[src/rtl/splitter_pkg.sv]
package splitter_pkg;

  typedef enum logic [1:0] {
    ST_IDLE = 2'd0,
    ST_EMIT = 2'd1,
    ST_DONE = 2'd2
  } splitState_t;

  // strobes from control to datapath
  typedef struct packed {
    logic       load;     // capture request
    logic       emit;     // a descriptor word is written this cycle
    logic       advance;  // last word of the record, step to next chunk
    logic [2:0] word;     // word offset within the record
  } splitStrobe_t;

  localparam int unsigned WORDS_PER_DESC = 8;
  localparam int unsigned WORD_W         = 32;

endpackage

[src/rtl/splitter_ctrl.sv]
module splitter_ctrl
  import splitter_pkg::*;
(
  input  logic         clk,
  input  logic         rstN,
  input  logic         reqValid,
  output logic         reqReady,
  input  logic         reqBad,
  input  logic         stopNow,
  output splitStrobe_t strobe,
  output logic         doneValid
);

  splitState_t state;
  logic [2:0]  wordCnt;
  logic        accept;
  logic        lastWord;

  assign reqReady  = (state == ST_IDLE);
  assign accept    = reqValid && reqReady;
  assign lastWord  = (wordCnt == 3'd7);
  assign doneValid = (state == ST_DONE);

  always_comb begin
    strobe.load    = accept;
    strobe.emit    = (state == ST_EMIT);
    strobe.advance = (state == ST_EMIT) && lastWord;
    strobe.word    = wordCnt;
  end

  always_ff @(posedge clk) begin
    if (!rstN) begin
      state   <= ST_IDLE;
      wordCnt <= '0;
    end else begin
      case (state)
        ST_IDLE: begin
          wordCnt <= '0;
          if (accept) state <= reqBad ? ST_DONE : ST_EMIT;
        end
        ST_EMIT: begin
          wordCnt <= wordCnt + 3'd1;
          if (lastWord && stopNow) state <= ST_DONE;
        end
        default: state <= ST_IDLE;
      endcase
    end
  end

  // words of one record come on consecutive cycles in ascending order
  a_r3_word_order: assert property (@(posedge clk) disable iff (!rstN)
    (strobe.emit && !lastWord) |=> (strobe.emit && strobe.word == $past(strobe.word) + 3'd1));

  // completion is a single-cycle pulse
  a_r9_done_pulse: assert property (@(posedge clk) disable iff (!rstN)
    doneValid |=> !doneValid);

  // no request is taken while a record is being emitted
  a_r1_busy_blocks: assert property (@(posedge clk) disable iff (!rstN)
    strobe.emit |-> !reqReady);

endmodule

[src/rtl/splitter_path.sv]
module splitter_path
  import splitter_pkg::*;
#(
  parameter int unsigned ADDR_W    = 64,
  parameter int unsigned LEN_W     = 32,
  parameter int unsigned MAX_CHUNK = 1048320,
  parameter int unsigned DEPTH     = 128,
  parameter int unsigned ID_SHIFT  = 18,
  localparam int unsigned IDX_W    = $clog2(DEPTH),
  localparam int unsigned CW       = $clog2(DEPTH + 1)
)(
  input  logic                  clk,
  input  logic                  rstN,
  input  splitStrobe_t          strobe,
  input  logic                  reqDir,
  input  logic [ADDR_W-1:0]     reqDevAddr,
  input  logic [ADDR_W-1:0]     reqHostAddr,
  input  logic [LEN_W-1:0]      reqLen,
  input  logic [LEN_W-1:0]      reqStartIdx,
  output logic                  reqBad,
  output logic                  stopNow,
  output logic                  wrEn,
  output logic [IDX_W+2:0]      wrAddr,
  output logic [WORD_W-1:0]     wrData,
  output logic [CW-1:0]         doneCount,
  output logic [LEN_W-1:0]      doneBytes,
  output logic                  doneErr,
  output logic                  doneWarn
);

  localparam logic [LEN_W-1:0] MAX_C = LEN_W'(MAX_CHUNK);
  localparam logic [CW-1:0]    LIMIT = CW'(DEPTH);

  logic [ADDR_W-1:0] srcAddr, dstAddr;
  logic [LEN_W-1:0]  remain, bytesDone, chunk;
  logic [CW-1:0]     descCount, curIdx;
  logic              errReg, warnReg;
  logic [WORD_W-1:0] ctrlWord;

  assign reqBad  = (reqLen == '0) || (reqStartIdx >= LEN_W'(DEPTH));
  assign chunk   = (remain > MAX_C) ? MAX_C : remain;
  assign stopNow = (remain <= MAX_C) ||
                   ((descCount + CW'(1)) == LIMIT) ||
                   ((curIdx + CW'(1)) == LIMIT);

  assign ctrlWord = WORD_W'(chunk >> 2) | (WORD_W'(curIdx) << ID_SHIFT);

  always_ff @(posedge clk) begin
    if (!rstN) begin
      srcAddr   <= '0;
      dstAddr   <= '0;
      remain    <= '0;
      bytesDone <= '0;
      descCount <= '0;
      curIdx    <= '0;
      errReg    <= 1'b0;
      warnReg   <= 1'b0;
    end else if (strobe.load) begin
      srcAddr   <= reqDir ? reqDevAddr  : reqHostAddr;
      dstAddr   <= reqDir ? reqHostAddr : reqDevAddr;
      remain    <= reqLen;
      bytesDone <= '0;
      descCount <= '0;
      curIdx    <= reqBad ? '0 : reqStartIdx[CW-1:0];
      errReg    <= reqBad;
      warnReg   <= (reqLen[1:0] != 2'b00);
    end else if (strobe.advance) begin
      srcAddr   <= srcAddr + ADDR_W'(chunk);
      dstAddr   <= dstAddr + ADDR_W'(chunk);
      remain    <= remain - chunk;
      bytesDone <= bytesDone + chunk;
      descCount <= descCount + CW'(1);
      curIdx    <= curIdx + CW'(1);
    end
  end

  always_comb begin
    case (strobe.word)
      3'd0:    wrData = srcAddr[31:0];
      3'd1:    wrData = WORD_W'(srcAddr >> 32);
      3'd2:    wrData = dstAddr[31:0];
      3'd3:    wrData = WORD_W'(dstAddr >> 32);
      3'd4:    wrData = ctrlWord;
      default: wrData = '0;
    endcase
  end

  assign wrEn      = strobe.emit;
  assign wrAddr    = {curIdx[IDX_W-1:0], strobe.word};
  assign doneCount = descCount;
  assign doneBytes = bytesDone;
  assign doneErr   = errReg;
  assign doneWarn  = warnReg;

  // every emitted record covers a non-empty chunk
  a_r2_chunk_nonempty: assert property (@(posedge clk) disable iff (!rstN)
    strobe.emit |-> (chunk != '0));

  // the record count never passes the table depth
  a_r6_count_bound: assert property (@(posedge clk) disable iff (!rstN)
    descCount <= LIMIT);

  // a slot outside the table is never written
  a_r6_slot_in_table: assert property (@(posedge clk) disable iff (!rstN)
    strobe.emit |-> (curIdx < LIMIT));

endmodule

[src/rtl/dma_desc_splitter.sv]
module dma_desc_splitter
  import splitter_pkg::*;
#(
  parameter int unsigned ADDR_W    = 64,
  parameter int unsigned LEN_W     = 32,
  parameter int unsigned MAX_CHUNK = 1048320,
  parameter int unsigned DEPTH     = 128,
  parameter int unsigned ID_SHIFT  = 18,
  localparam int unsigned IDX_W    = $clog2(DEPTH),
  localparam int unsigned CW       = $clog2(DEPTH + 1)
)(
  input  logic              clk,
  input  logic              rstN,
  input  logic              reqValid,
  output logic              reqReady,
  input  logic              reqDir,
  input  logic [ADDR_W-1:0] reqDevAddr,
  input  logic [ADDR_W-1:0] reqHostAddr,
  input  logic [LEN_W-1:0]  reqLen,
  input  logic [LEN_W-1:0]  reqStartIdx,
  output logic              wrEn,
  output logic [IDX_W+2:0]  wrAddr,
  output logic [31:0]       wrData,
  output logic              doneValid,
  output logic [CW-1:0]     doneCount,
  output logic [LEN_W-1:0]  doneBytes,
  output logic              doneErr,
  output logic              doneWarn
);

  splitStrobe_t strobe;
  logic         reqBad;
  logic         stopNow;

  splitter_ctrl u_ctrl (
    .clk       (clk),
    .rstN      (rstN),
    .reqValid  (reqValid),
    .reqReady  (reqReady),
    .reqBad    (reqBad),
    .stopNow   (stopNow),
    .strobe    (strobe),
    .doneValid (doneValid)
  );

  splitter_path #(
    .ADDR_W    (ADDR_W),
    .LEN_W     (LEN_W),
    .MAX_CHUNK (MAX_CHUNK),
    .DEPTH     (DEPTH),
    .ID_SHIFT  (ID_SHIFT)
  ) u_path (
    .clk         (clk),
    .rstN        (rstN),
    .strobe      (strobe),
    .reqDir      (reqDir),
    .reqDevAddr  (reqDevAddr),
    .reqHostAddr (reqHostAddr),
    .reqLen      (reqLen),
    .reqStartIdx (reqStartIdx),
    .reqBad      (reqBad),
    .stopNow     (stopNow),
    .wrEn        (wrEn),
    .wrAddr      (wrAddr),
    .wrData      (wrData),
    .doneCount   (doneCount),
    .doneBytes   (doneBytes),
    .doneErr     (doneErr),
    .doneWarn    (doneWarn)
  );

  // a refused request reports nothing produced
  a_r7_refused_empty: assert property (@(posedge clk) disable iff (!rstN)
    (doneValid && doneErr) |-> (doneCount == '0 && doneBytes == '0));

  // no descriptor write coincides with completion
  a_r9_done_after_writes: assert property (@(posedge clk) disable iff (!rstN)
    doneValid |-> !wrEn);

endmodule

[config.mk]
export PLATFORM = sky130hd
export DESIGN_NAME = dma_desc_splitter
export DESIGN_NICKNAME = d
export VERILOG_FILES = /design/src/rtl/splitter_pkg.sv /design/src/rtl/splitter_ctrl.sv /design/src/rtl/splitter_path.sv /design/src/rtl/dma_desc_splitter.sv
export SDC_FILE = /design/constraint.sdc
export NUM_CORES = 1
export LEC_CHECK = 0
export ABC_CLOCK_PERIOD_IN_PS = 5000
export CAP_MARGIN = 0
export CORE_ASPECT_RATIO = 2
export CORE_MARGIN = 8
export CORE_UTILIZATION = 35
export CTS_CLUSTER_SIZE = 40
export DETAILED_ROUTE_END_ITERATION = 16
export DONT_BUFFER_PORTS = 1
export PLACE_DENSITY = 0.54
export SYNTH_ARGS = -nofsm -noshare
export SYNTH_HDL_FRONTEND = slang
export SYNTH_SLANG_ARGS = --single-unit
export TNS_END_PERCENT = 30
[constraint.sdc]
create_clock -name clk -period 5 [get_ports clk]
set_input_delay 0.25 -clock clk [delete_from_list [all_inputs] [get_ports clk]]
set_output_delay 0.25 -clock clk [all_outputs]
set_load 0.05 [all_outputs]
After elaboration in Yosys (flattened, before gate mapping)
Index checks and enable logic that the tools add are counted.
- register bits: 215
- bits in latches: 0
- RAM bits: 0
- ROM bits: 0
- input port bits: 196
- output and inout bits: 87
- logic and storage cells: 65
- memories kept: 0
- $add $sub $neg: 7
- $mul: 0
- divide/modulo/power cells: 0
- magnitude comparators: 3
- eq/ne operators: 11
- shift-type cells: 0
- mux-type cells: 18
- bitwise operators: 2
- reduce and logical (&&, ||, !) cells: 14
- operator list (kind ; number):
    $mux W64 ; 6
    $pmux W32 S5 ; 1
    $add A64 B32 Y64 ; 2
    $mux W32 ; 3
    $add A32 B32 Y32 ; 1
    $ge A32 B8 Y1 const B ; 1
    $gt A32 B20 Y1 const B ; 1
    $le A32 B20 Y1 const B ; 1
    $logic_not A32 Y1 ; 1
    $sub A32 B32 Y32 ; 1
    $or A30 B26 Y30 ; 1
    $mux W8 ; 3
    $add A8 B1 Y8 const B ; 2
    $eq A8 B8 Y1 const B ; 2
    $eq A3 B2 Y1 const B ; 2
    $eq A3 B3 Y1 const B ; 2
    $mux W2 ; 3
    $pmux W3 S2 ; 1
    $reduce_bool A2 Y1 ; 3
    $pmux W2 S2 ; 1
    $add A3 B1 Y3 const B ; 1
    $eq A3 B1 Y1 const B ; 1
    $logic_and A1 B1 Y1 ; 3
    $logic_not A3 Y1 ; 1
    9 further kinds ; 11

Longest topological paths before layout
Gate-level depths: netlist of the first run.
- depth after elaboration: 7
- mapped depth: 20
- depth with buffers taken out: 16

Cells and area by module
From an unflattened synthesis of the first run, not the netlist that was laid out.
- cells, all modules: 2370
- area, all modules: 18531.5 um^2
- by module, submodules not included (module ; instances ; cells each ; area each (um^2) ; sequential area each (um^2)):
    splitter_path ; 1 ; 2345 ; 18248.8 ; 4204.0
    splitter_ctrl ; 1 ; 25 ; 282.8 ; 100.1

Worst setup path before layout of the first run
Ideal clock, no wire load.
- kind: register to register
- start: register u_path.remain[1]
- end: register u_path.srcAddr[51]
- library setup time: 0.070 ns
- arrival time: 4.442 ns
- required time: 4.930 ns
- path slack: 0.488 ns
- cell stages (with the launch flop): 19
- path buffers: 3
- clock period less this slack: 4.512 ns
- cells stage by stage: dfxtp_1 buf_6 nor4_2 nand3b_2 a21oi_1 clkbuf_1 nand2b_1 ha_1 clkbuf_1 and3_1 o2111ai_1 a211o_1 o211ai_1 a221o_2 a21oi_2 or2_4 or4_4 xor2_1 a21oi_1
- longest elaborated chain between the ends: 5
- ends and longest elaborated chain (item ; RTL line ; source):
    from (decl) ; splitter_path.sv:35 ; logic [LEN_W-1:0] remain, bytesDone, chunk;
    from (signal assigned) ; splitter_path.sv:61 ; remain <= reqLen;
    from (signal assigned) ; splitter_path.sv:70 ; remain <= remain - chunk;
    $gt A32 B20 Y1 ; splitter_path.sv:41 ; assign chunk = (remain > MAX_C) ? MAX_C : remain;
    $mux W32 (*) ; splitter_path.sv:41 ;
    $add A64 B32 Y64 (*) ; splitter_path.sv:68 ; srcAddr <= srcAddr + ADDR_W'(chunk);
    $mux W64 (*) ; splitter_path.sv:67 ; end else if (strobe.advance) begin
    $mux W64 (*) ; splitter_path.sv:58 ; end else if (strobe.load) begin
    to (signal assigned) ; splitter_path.sv:59 ; srcAddr <= reqDir ? reqDevAddr : reqHostAddr;
    to (signal assigned) ; splitter_path.sv:68 ;
    to (decl) ; splitter_path.sv:34 ; logic [ADDR_W-1:0] srcAddr, dstAddr;
Mark *: on every way between the ends. The rest lies on a longest branch, timed or not. The select of a mux whose other input is x is not followed.
A chain may end at the register's enable or synchronous reset.

Final worst setup path of the first run
- start: register u_path.remain[13]
- end: register u_path.srcAddr[28]
Same word-level chain as after synthesis.

==> summary.md, run 1 <==
| Metric | Value |
|---|---|
| Status | finished, final reports clean |
| #FFs+latches synth | 215 |
| Die outline area | 0.0597 mm2 |
| Hpwl dp | between 60,000 and 70,000 um |
| Crit-path slowest cell | dfxtp_1 |
| CTS tree | built |
| Maxcap violations | 0 |
| Synth warn | 0 |
| Clock slew at reported path FFs | ~0.070 ns |
| Crit path arrival time | 5.22 ns |
| Data required, critical path | 5.44 ns |
| CTS buffer count | 25 |
| Vias | about 19,000 |
| Tot GR Track Use | 28.0% |
| FF-to-FF Start | u_path.remain[13] |
| # diodes | 0 |
| Number of fill cells | 5,249 |
| Fin Clk Skew | approximately 0.027 ns |
| DR pass1 iterations | 5 |
| Top cells by area, synth | dfxtp_1, ha_1, a21oi_1 |
| Hold Vio Cnt, Final | 0 |
| Final std cells w/o fill | 3,105 |
| Die width | 177 um |
| Launch point of the critical path | u_path.remain[13] |
| Mean area per synthesized cell | approximately 7.8 um2 |
| Largest delay share family, worst path | compound AO/OA/AOI/OAI gates |
| Synth Flop Type | dfxtp_1 |
| Antenna violations before repair | 1 |
| Sequential fraction of the synthesis area | about a quarter |
| Crit path kind | flop to flop |
| Most common cell in the synthesized netlist | nand2_1 |
| Starting Density | 35.2% |
| FMAX | 0.209 GHz |
| CTS Sinks | 215 |
| Met2 routed WL | 42,600 um |
| Top Metal Used | met4 |
| GRT overflow | 0 |
| # nets final | between 2,000 and 3,000 |
| Mapped Cells | 2,320 |
| Tmin final | roughly 4.8 ns |
| Largest net degree at the start of global routing | around 140 |
| CTS H-tree depth | 1 |
| Worst vdd ir | 0.240 mV |
| Crit start category | flop |
| Routed Antenna Nets | 0 |
| Vias in the first global route | 19,188 |
| RSZ-0062 raised after global routing | no |
| Routed WL | 86,700 um |
| Hold path start | reqDevAddr[17] |
| Async SR Flop Fraction | 0% |
| Row cnt | between 100 and 150 |
| CP endpoint kind | flop |
| Final GP Congestion | 0.990 |
| Worst R2R Setup Slack | 0.22 ns |
| Pins Over Slew Limit | 0 |
| Core Region | a little over 0.05 mm2 |
| Power Density | about 270 mW/mm2 |
| DIE HEIGHT | 338 um |
| Share of layout cells above drive strength 1 | between 10% and 20% |
| Final core occ | 41.1% |
| Crit path largest cell delay | 0.47 ns |
| WHS | ~0.013 ns |
| 1st-iter DRT viols | between 1,000 and 1,500 |
| CP bufs+invs | 3 |
| CTS Buffer Depth | 3 |
| EDFF count, synth | 0 |
| Yosys cell types | 95 |
| Via density | just over 6 |
| CTS root buffer | clkbuf_16 |
| Critical Path Fanout Max | 11 |
| # setup viols final | 0 |
| Leakage | 8.40 nW |
| Yosys top cell area share | between 20% and 30% |
| Post-route DRC | 0 |
| Area leader, netlist | dfxtp_1 |
| Post-Route M1 WL | 31,100 um |
| Slew @ Worst Pin | 1.10 ns |
| Synth cell count leaders | nand2_1, dfxtp_1, a21oi_1 |
| First-pass GRT wire length | 126,000 um |
| Boundary Pins | 283 |
| Area grow syn2layout | 17.0% |
| Post-DR wirelength/cell | between 20 and 30 um |
| I/O Buffers | 0 |
| Fin crit share | 95.6% |
| Crit path cell chain | nand4_2, nor4_4, a21oi_2, buf_4, and2_2, ha_1, a21o_1, a21oi_1, o21ai_0, a31oi_1, nor2_1, o41ai_2, buf_4, o21ai_0, a221oi_1, buf_4, o2111ai_1, xnor2_1, o21ai_0 |
| Max transition margin | about a quarter |
| Clk_lat worst skew | 0.58 ns |
| WL met3 | 6870 um |
| Min-delay worst type | input port to flop |
| DP Cell Count | 2,939 |
| Mapped Area | 0.0181 mm2 |
==> registers in the layout (all words and copies together) (netlist names) <==
signal,count
u_path.doneBytes,32
u_ctrl.wordCnt,3
u_path.remain,32
u_ctrl.state,2
u_path.doneWarn,1
u_path.curIdx,8
u_path.srcAddr,64
u_path.doneErr,1
u_path.dstAddr,64
u_path.doneCount,8
==> per-layer routing <==
| layer | vias up | global-route usage, % |
|---|---|---|
| li1 | 8824 | - |
| met4 | 0 | 17.4 |
| met1 | 9240 | 29.7 |
| met3 | 198 | 5.89 |
| met5 | - | 0 |
| met2 | 852 | 49.5 |
==> final cells by class <==
cell class / count / area [um2] / area share (%)
Clock buffer: 33 / 706 / 3.33
Timing Repair Buffer: 206 / 1900 / 8.97
Tap cell: 660 / 826 / 3.90
Inverter: 44 / 165 / 0.779
Sequential cell: 215 / 4310 / 20.3
Clock inverter: 12 / 103 / 0.484
Multi-Input combinational cell: 1935 / 13200 / 62.2
==> cells by family after synthesis <==
kind of cell               synth area share [%]
muxes                                      7.80
xor gates and xnor gates                   7.45
other                                    0.0415
AOI/OAI and AO/OA                          27.4
buffers and inverters                      4.63
adders and majority gates                  7.54
and+or+nand+nor                            21.4
DFF                                        23.8
==> path summary, 6_finish.rpt <==
path,end,cells past startpoint
max,u_path.srcAddr[28],19
min,u_path.dstAddr[17],3
max reg2reg,u_path.srcAddr[28],19
min reg2reg,u_path.remain[31],2
==> worst reg2reg max path: stages (launching register included) <==
cell and delay [ns]:
dfxtp_1 0.47, nand4_2 0.21, nor4_4 0.39, a21oi_2 0.14, buf_4 0.20, and2_2 0.27, ha_1 0.36, a21o_1 0.22
a21oi_1 0.21, o21ai_0 0.20, a31oi_1 0.23, nor2_1 0.10, o41ai_2 0.44, buf_4 0.20, o21ai_0 0.13, a221oi_1 0.31
buf_4 0.18, o2111ai_1 0.16, xnor2_1 0.16, o21ai_0 0.08
==> timing repair <==
item / 4_1_cts / 5_1_grt
resized for setup: 4 / 9
pin swaps: 0 / 3
buffers inserted: 0 / 1
hold buffers: 120 / 0
endpoints found under the setup margin: 15 / 50
hold endpoints to repair: 164 / 0
==> metrics by stage <==
| stage | power [mW] | TNS (ns) | area, um2 | setup WS (ns) |
|---|---|---|---|---|
| 3_5_place_dp | 3.68 | -1.07 | 19100 | -0.185 |
| 3_3_place_gp | 3.68 | -1.07 | 19100 | -0.228 |
| 2_1_floorplan | 3.12 | 0 | 18200 | 0.488 |
| 6_report | 5.71 | 0 | 21200 | 0.218 |
| 4_1_cts | 5.71 | 0 | 21200 | 0.00673 |
| 5_1_grt | 5.93 | 0 | 21200 | 0.0113 |
==> power by group <==
| group | internal [mW] | switching [mW] | leakage, nW | total (mW) |
|---|---|---|---|---|
| Clock | 1.05 | 0.860 | 0.403 | 1.91 |
| Sequential | 1.81 | 0.169 | 1.77 | 1.98 |
| Combinational | 0.707 | 1.11 | 6.22 | 1.82 |
| Total | 3.57 | 2.14 | 8.40 | 5.71 |
==> cell usage in the layout (no fill, tap or decap), drive strengths merged, types with 20 or more instances in the layout <==
cell type / count
nand2: 236
dfxtp: 215
a21oi: 213
o21ai: 147
nor2: 125
dlygate4sd3: 119
ha: 105
nand3: 91
buf: 87
xnor2: 77
xor2: 77
a22oi: 75
mux2: 73
mux2i: 59
a21o: 58
nand4: 54
inv: 48
nor3: 45
and3: 40
nor2b: 37
conb: 36
nor4: 36
o221ai: 33
clkbuf: 33
o22ai: 31
o211ai: 25
and2: 24
nand2b: 22
o21bai: 20
a21boi: 20
No activity file was read; power rests on OpenSTA's default activity.
==> run 2: changes to the inputs <==
--- a/config.mk
+++ b/config.mk
@@ -5,6 +5,7 @@
 export SDC_FILE = /design/constraint.sdc
 export NUM_CORES = 1
 export LEC_CHECK = 0
+export ABC_AREA = 1
 export ABC_CLOCK_PERIOD_IN_PS = 5000
 export CAP_MARGIN = 0
 export CORE_ASPECT_RATIO = 2
==> run 2 against run 1 <==
Hold slack improved by 0.0047 ns; via count is 32% higher; sequential share of layout area fell by 2.0 points; count of clock-buffer cells in the layout down 3; register-to-register slack improved by 0.52 ns; core utilization decreased by 1.9 points; clock skew is 0.0039 ns lower; setup slack gained 0.52 ns.
==> summary.md, run 2 <==
| Metric | Value |
|---|---|
| Fin crit share | 85.2% (-10 points) |
| Most common cell in the synthesized netlist | nand2_1 |
| Crit path arrival time | 4.74 ns (-0.48 ns) |
| # hold bufs at CTS | 69 (-43%) |
| # nets final | 3,952 (+45%) |
| Via density | 5.70 (-7.4%) |
| Hold Vio Cnt, Final | 0 (unchanged) |
| Post-route DRC | 0 (unchanged) |
| Slew @ Worst Pin | 1.45 ns (+0.345 ns) |
| FF-to-FF Start | u_path.remain[7] |
| #FFs+latches synth | 215 (unchanged) |
| Number of fill cells | 6,802 (+30%) |
| CP endpoint | u_path.doneBytes[25] |
| Clock slew at reported path FFs | 0.07 ns (about the same) |
| Tmin final | 4.26 ns (-0.520 ns) |
| Final GP Congestion | 1.00 (+1.4%) |
| Starting Density | 35.4% (+0.26 points) |
| Post-route cell area | 0.0235 mm2 (+11%) |
| Leakage | 10.4 nW (+24%) |
| Top cells by area, synth | dfxtp_1, nand2_1, a21oi_1 |
| CTS tree | built |
| Vias in the first global route | 24,929 (+30%) |
| Min-delay worst type | input port to flop |
| Mean area per synthesized cell | 5.81 um2 (-26%) |
| Die outline area | 0.0692 mm2 (+16%) |
| Worst vdd ir | 0.239 mV (-0.27%) |
| Sequential fraction of the synthesis area | 20.3% (-3.5 points) |
| Synth cell count leaders | nand2_1, a21oi_1, inv_1 |
| Max transition margin | 3.18% (-23 points) |
| Worst R2R End | u_path.doneBytes[25] |
| DP Cell Count | 4,329 (+47%) |
| Maxcap violations | 0 (unchanged) |
| Synth Flop Type | dfxtp_1 |
| Total power | 6.61 mW (+16%) |
| EDFF count, synth | 0 (unchanged) |
| Power Density | 281 mW/mm2 (+4.3%) |
| Die width | 190 um (+7.5%) |
| Fin Clk Skew | 0.0234 ns (-0.00391 ns) |
| Post-CTS Setup Repair Bufs | 0 (unchanged) |
| Worst r2r path cells | 18 (-1) |
| Final std cells w/o fill | 4,444 (+43%) |
| Yosys top cell area share | 20.3% (-3.5 points) |
| # diodes | 0 (unchanged) |
| Mapped Area | 0.0212 mm2 (+17%) |
| CTS Sinks | 215 (unchanged) |
| Clk_lat worst skew | 0.60 ns (+0.02 ns) |
| Area grow syn2layout | 10.9% |
| Crit path kind | flop to flop |
| Routed Antenna Nets | 0 (unchanged) |
| Share of layout cells above drive strength 1 | 4.31% (-6.7 points) |
| Antenna violations before repair | 0 (-1) |
| Synth warn | 0 (unchanged) |
| Yosys cell types | 56 (-41%) |
| 1st-iter DRT viols | 2,146 (+46%) |
| First-pass GRT wire length | 163,000 um (+29%) |
| DIE HEIGHT | 364 um (+7.8%) |
| Hpwl dp | 91,600 um (+37%) |
| Top Registers | u_path.dstAddr: 64 flops, u_path.srcAddr: 64 flops |
| Post-CTS Resized | 0 (-4) |
| CTS root buffer | clkbuf_16 |
| Boundary Pins | 283 (unchanged) |
| Most frequent cells in the layout | nand2_1, a21oi_1, inv_1, nor2_1, o21ai_0 |
| # setup viols final | 0 (unchanged) |
| Core Region | 0.0599 mm2 (+16%) |
| CTS buffer count | 25 (unchanged) |
| CTS H-tree depth | 1 (unchanged) |
| CP endpoint kind | flop |
| I/O Buffers | 0 (unchanged) |
| Async SR Flop Fraction | 0% (unchanged) |
| RSZ-0062 raised after global routing | no |
| Dpl cell area | 0.0219 mm2 (+15%) |
| DR pass1 iterations | 8 (+3) |
| Critical Path Fanout Max | 25 (+14) |
| Largest net degree at the start of global routing | 172 (+21%) |
| GRT overflow | 0 (unchanged) |
| Most common cell after layout, fill and taps aside | nand2_1 |
| Crit start category | flop |
| Data required, critical path | 5.48 ns (+0.04 ns) |
| Pins Over Slew Limit | 0 (unchanged) |
| Vias | 25,322 (+32%) |
| CTS Buffer Depth | 3 (unchanged) |
| Status | finished, final reports clean |
| Mapped Cells | 3,649 (+57%) |
| Post-DR wirelength/cell | 25.7 um (-7.8%) |
| Row cnt | 127 (+7.6%) |
| FMAX | 0.235 GHz (+12%) |
| Worst R2R Setup Slack | 0.74 ns (+0.52 ns) |
| Launch point of the critical path | u_path.remain[7] |
| Area leader, netlist | dfxtp_1 |
| Setup TNS | 0 ns (unchanged) |
| Tot GR Track Use | 31.7% (+3.8 points) |
| Routed WL | 114,000 um (+32%) |
-- run 2: changes by cell type in the layout (fill, tap and decap cells not counted), sizes merged, moves of 59 or more --
| cell | before | now |
|---|---|---|
| nand2 | 236 | 836 |
| inv | 48 | 496 |
| mux2i | 59 | 0 |
| mux2 | 73 | 0 |
| nor2 | 125 | 385 |
| nand3 | 91 | 187 |
| buf | 87 | 27 |
| a22oi | 75 | 6 |
| a21oi | 213 | 486 |
| xnor2 | 77 | 10 |
| a31oi | 18 | 83 |
| o21ai | 147 | 280 |
-- run 2: how the worst min path moves through the flow --
stage | endpoint | cells after the start | from
after floorplan | u_path.curIdx[4] | 2 | reqStartIdx[4]
after global placement | u_path.curIdx[5] | 2 | rstN
after detailed placement | u_path.curIdx[2] | 2 | rstN
after CTS | u_path.srcAddr[7] | 2 | reqHostAddr[7]
after global routing | u_path.srcAddr[31] | 2 | reqDevAddr[31]
final | u_path.dstAddr[26] | 2 | reqDevAddr[26]
-- run 2: routing by layer --
| metal | GRT usage [%] | wire (um) | up-vias |
|---|---|---|---|
| li1 | - | - | 12149 |
| met1 | 30.6 | 38000 | 11672 |
| met2 | 56.5 | 55600 | 1147 |
| met3 | 7.57 | 9910 | 354 |
| met4 | 26.1 | 10800 | 0 |
| met5 | 0 | 0 | - |
-- run 2: cell families after synthesis --
kind of cell             Yosys count  share of synthesized area, %
AND/OR/NAND/NOR                 1573                          31.5
AO/OA/AOI/OAI                   1020                          26.8
buffers and inverters            650                          11.7
flip-flops                       215                          20.3
adder cells (fa/ha/maj)          105                          6.19
XOR/XNOR                          84                          3.47
other                              2                        0.0354
-- run 2: final cells by class --
cell class / count / area (um2) / area share, %
Clock buffer: 30 / 664 / 2.82
Clock inverter: 16 / 203 / 0.862
Inverter: 496 / 1870 / 7.96
Multi-Input combinational cell: 2818 / 14600 / 61.9
Sequential cell: 215 / 4300 / 18.3
Tap cell: 774 / 968 / 4.12
Timing Repair Buffer: 95 / 941 / 4.00
-- run 2: worst max-delay path, stage by stage (launching register included) --
cell      delay, ns
dfxtp_1        0.45
nor2_1         0.15
nand2_1        0.06
nor2_1         0.19
nor2_2         0.10
nor2_8         0.37
nand2_1        0.51
ha_1           0.55
nand2_1        0.12
nor2_1         0.20
inv_1          0.14
nor3_1         0.37
nand4_1        0.28
nand3_1        0.23
nand2_1        0.07
nand2_1        0.10
nor2_1         0.06
o21bai_1       0.13
inv_1          0.05
-- run 2: report_power, final --
part | internal (mW) | total (mW) | switching, mW
combinational | 0.683 | 2.52 | 1.83
sequential | 1.83 | 2.02 | 0.187
clock | 1.16 | 2.08 | 0.917
total | 3.67 | 6.61 | 2.94
-- run 2: through the flow --
step           hold WS [ns]  setup slack, ns  util, %
3_5_place_dp          0.388            0.905     36.6
6_report             0.0178            0.738     39.3
2_1_floorplan         0.395             1.74        -
5_1_grt              0.0210            0.400     39.3
3_3_place_gp          0.369            0.867     36.6
4_1_cts            0.000520            0.882     39.3
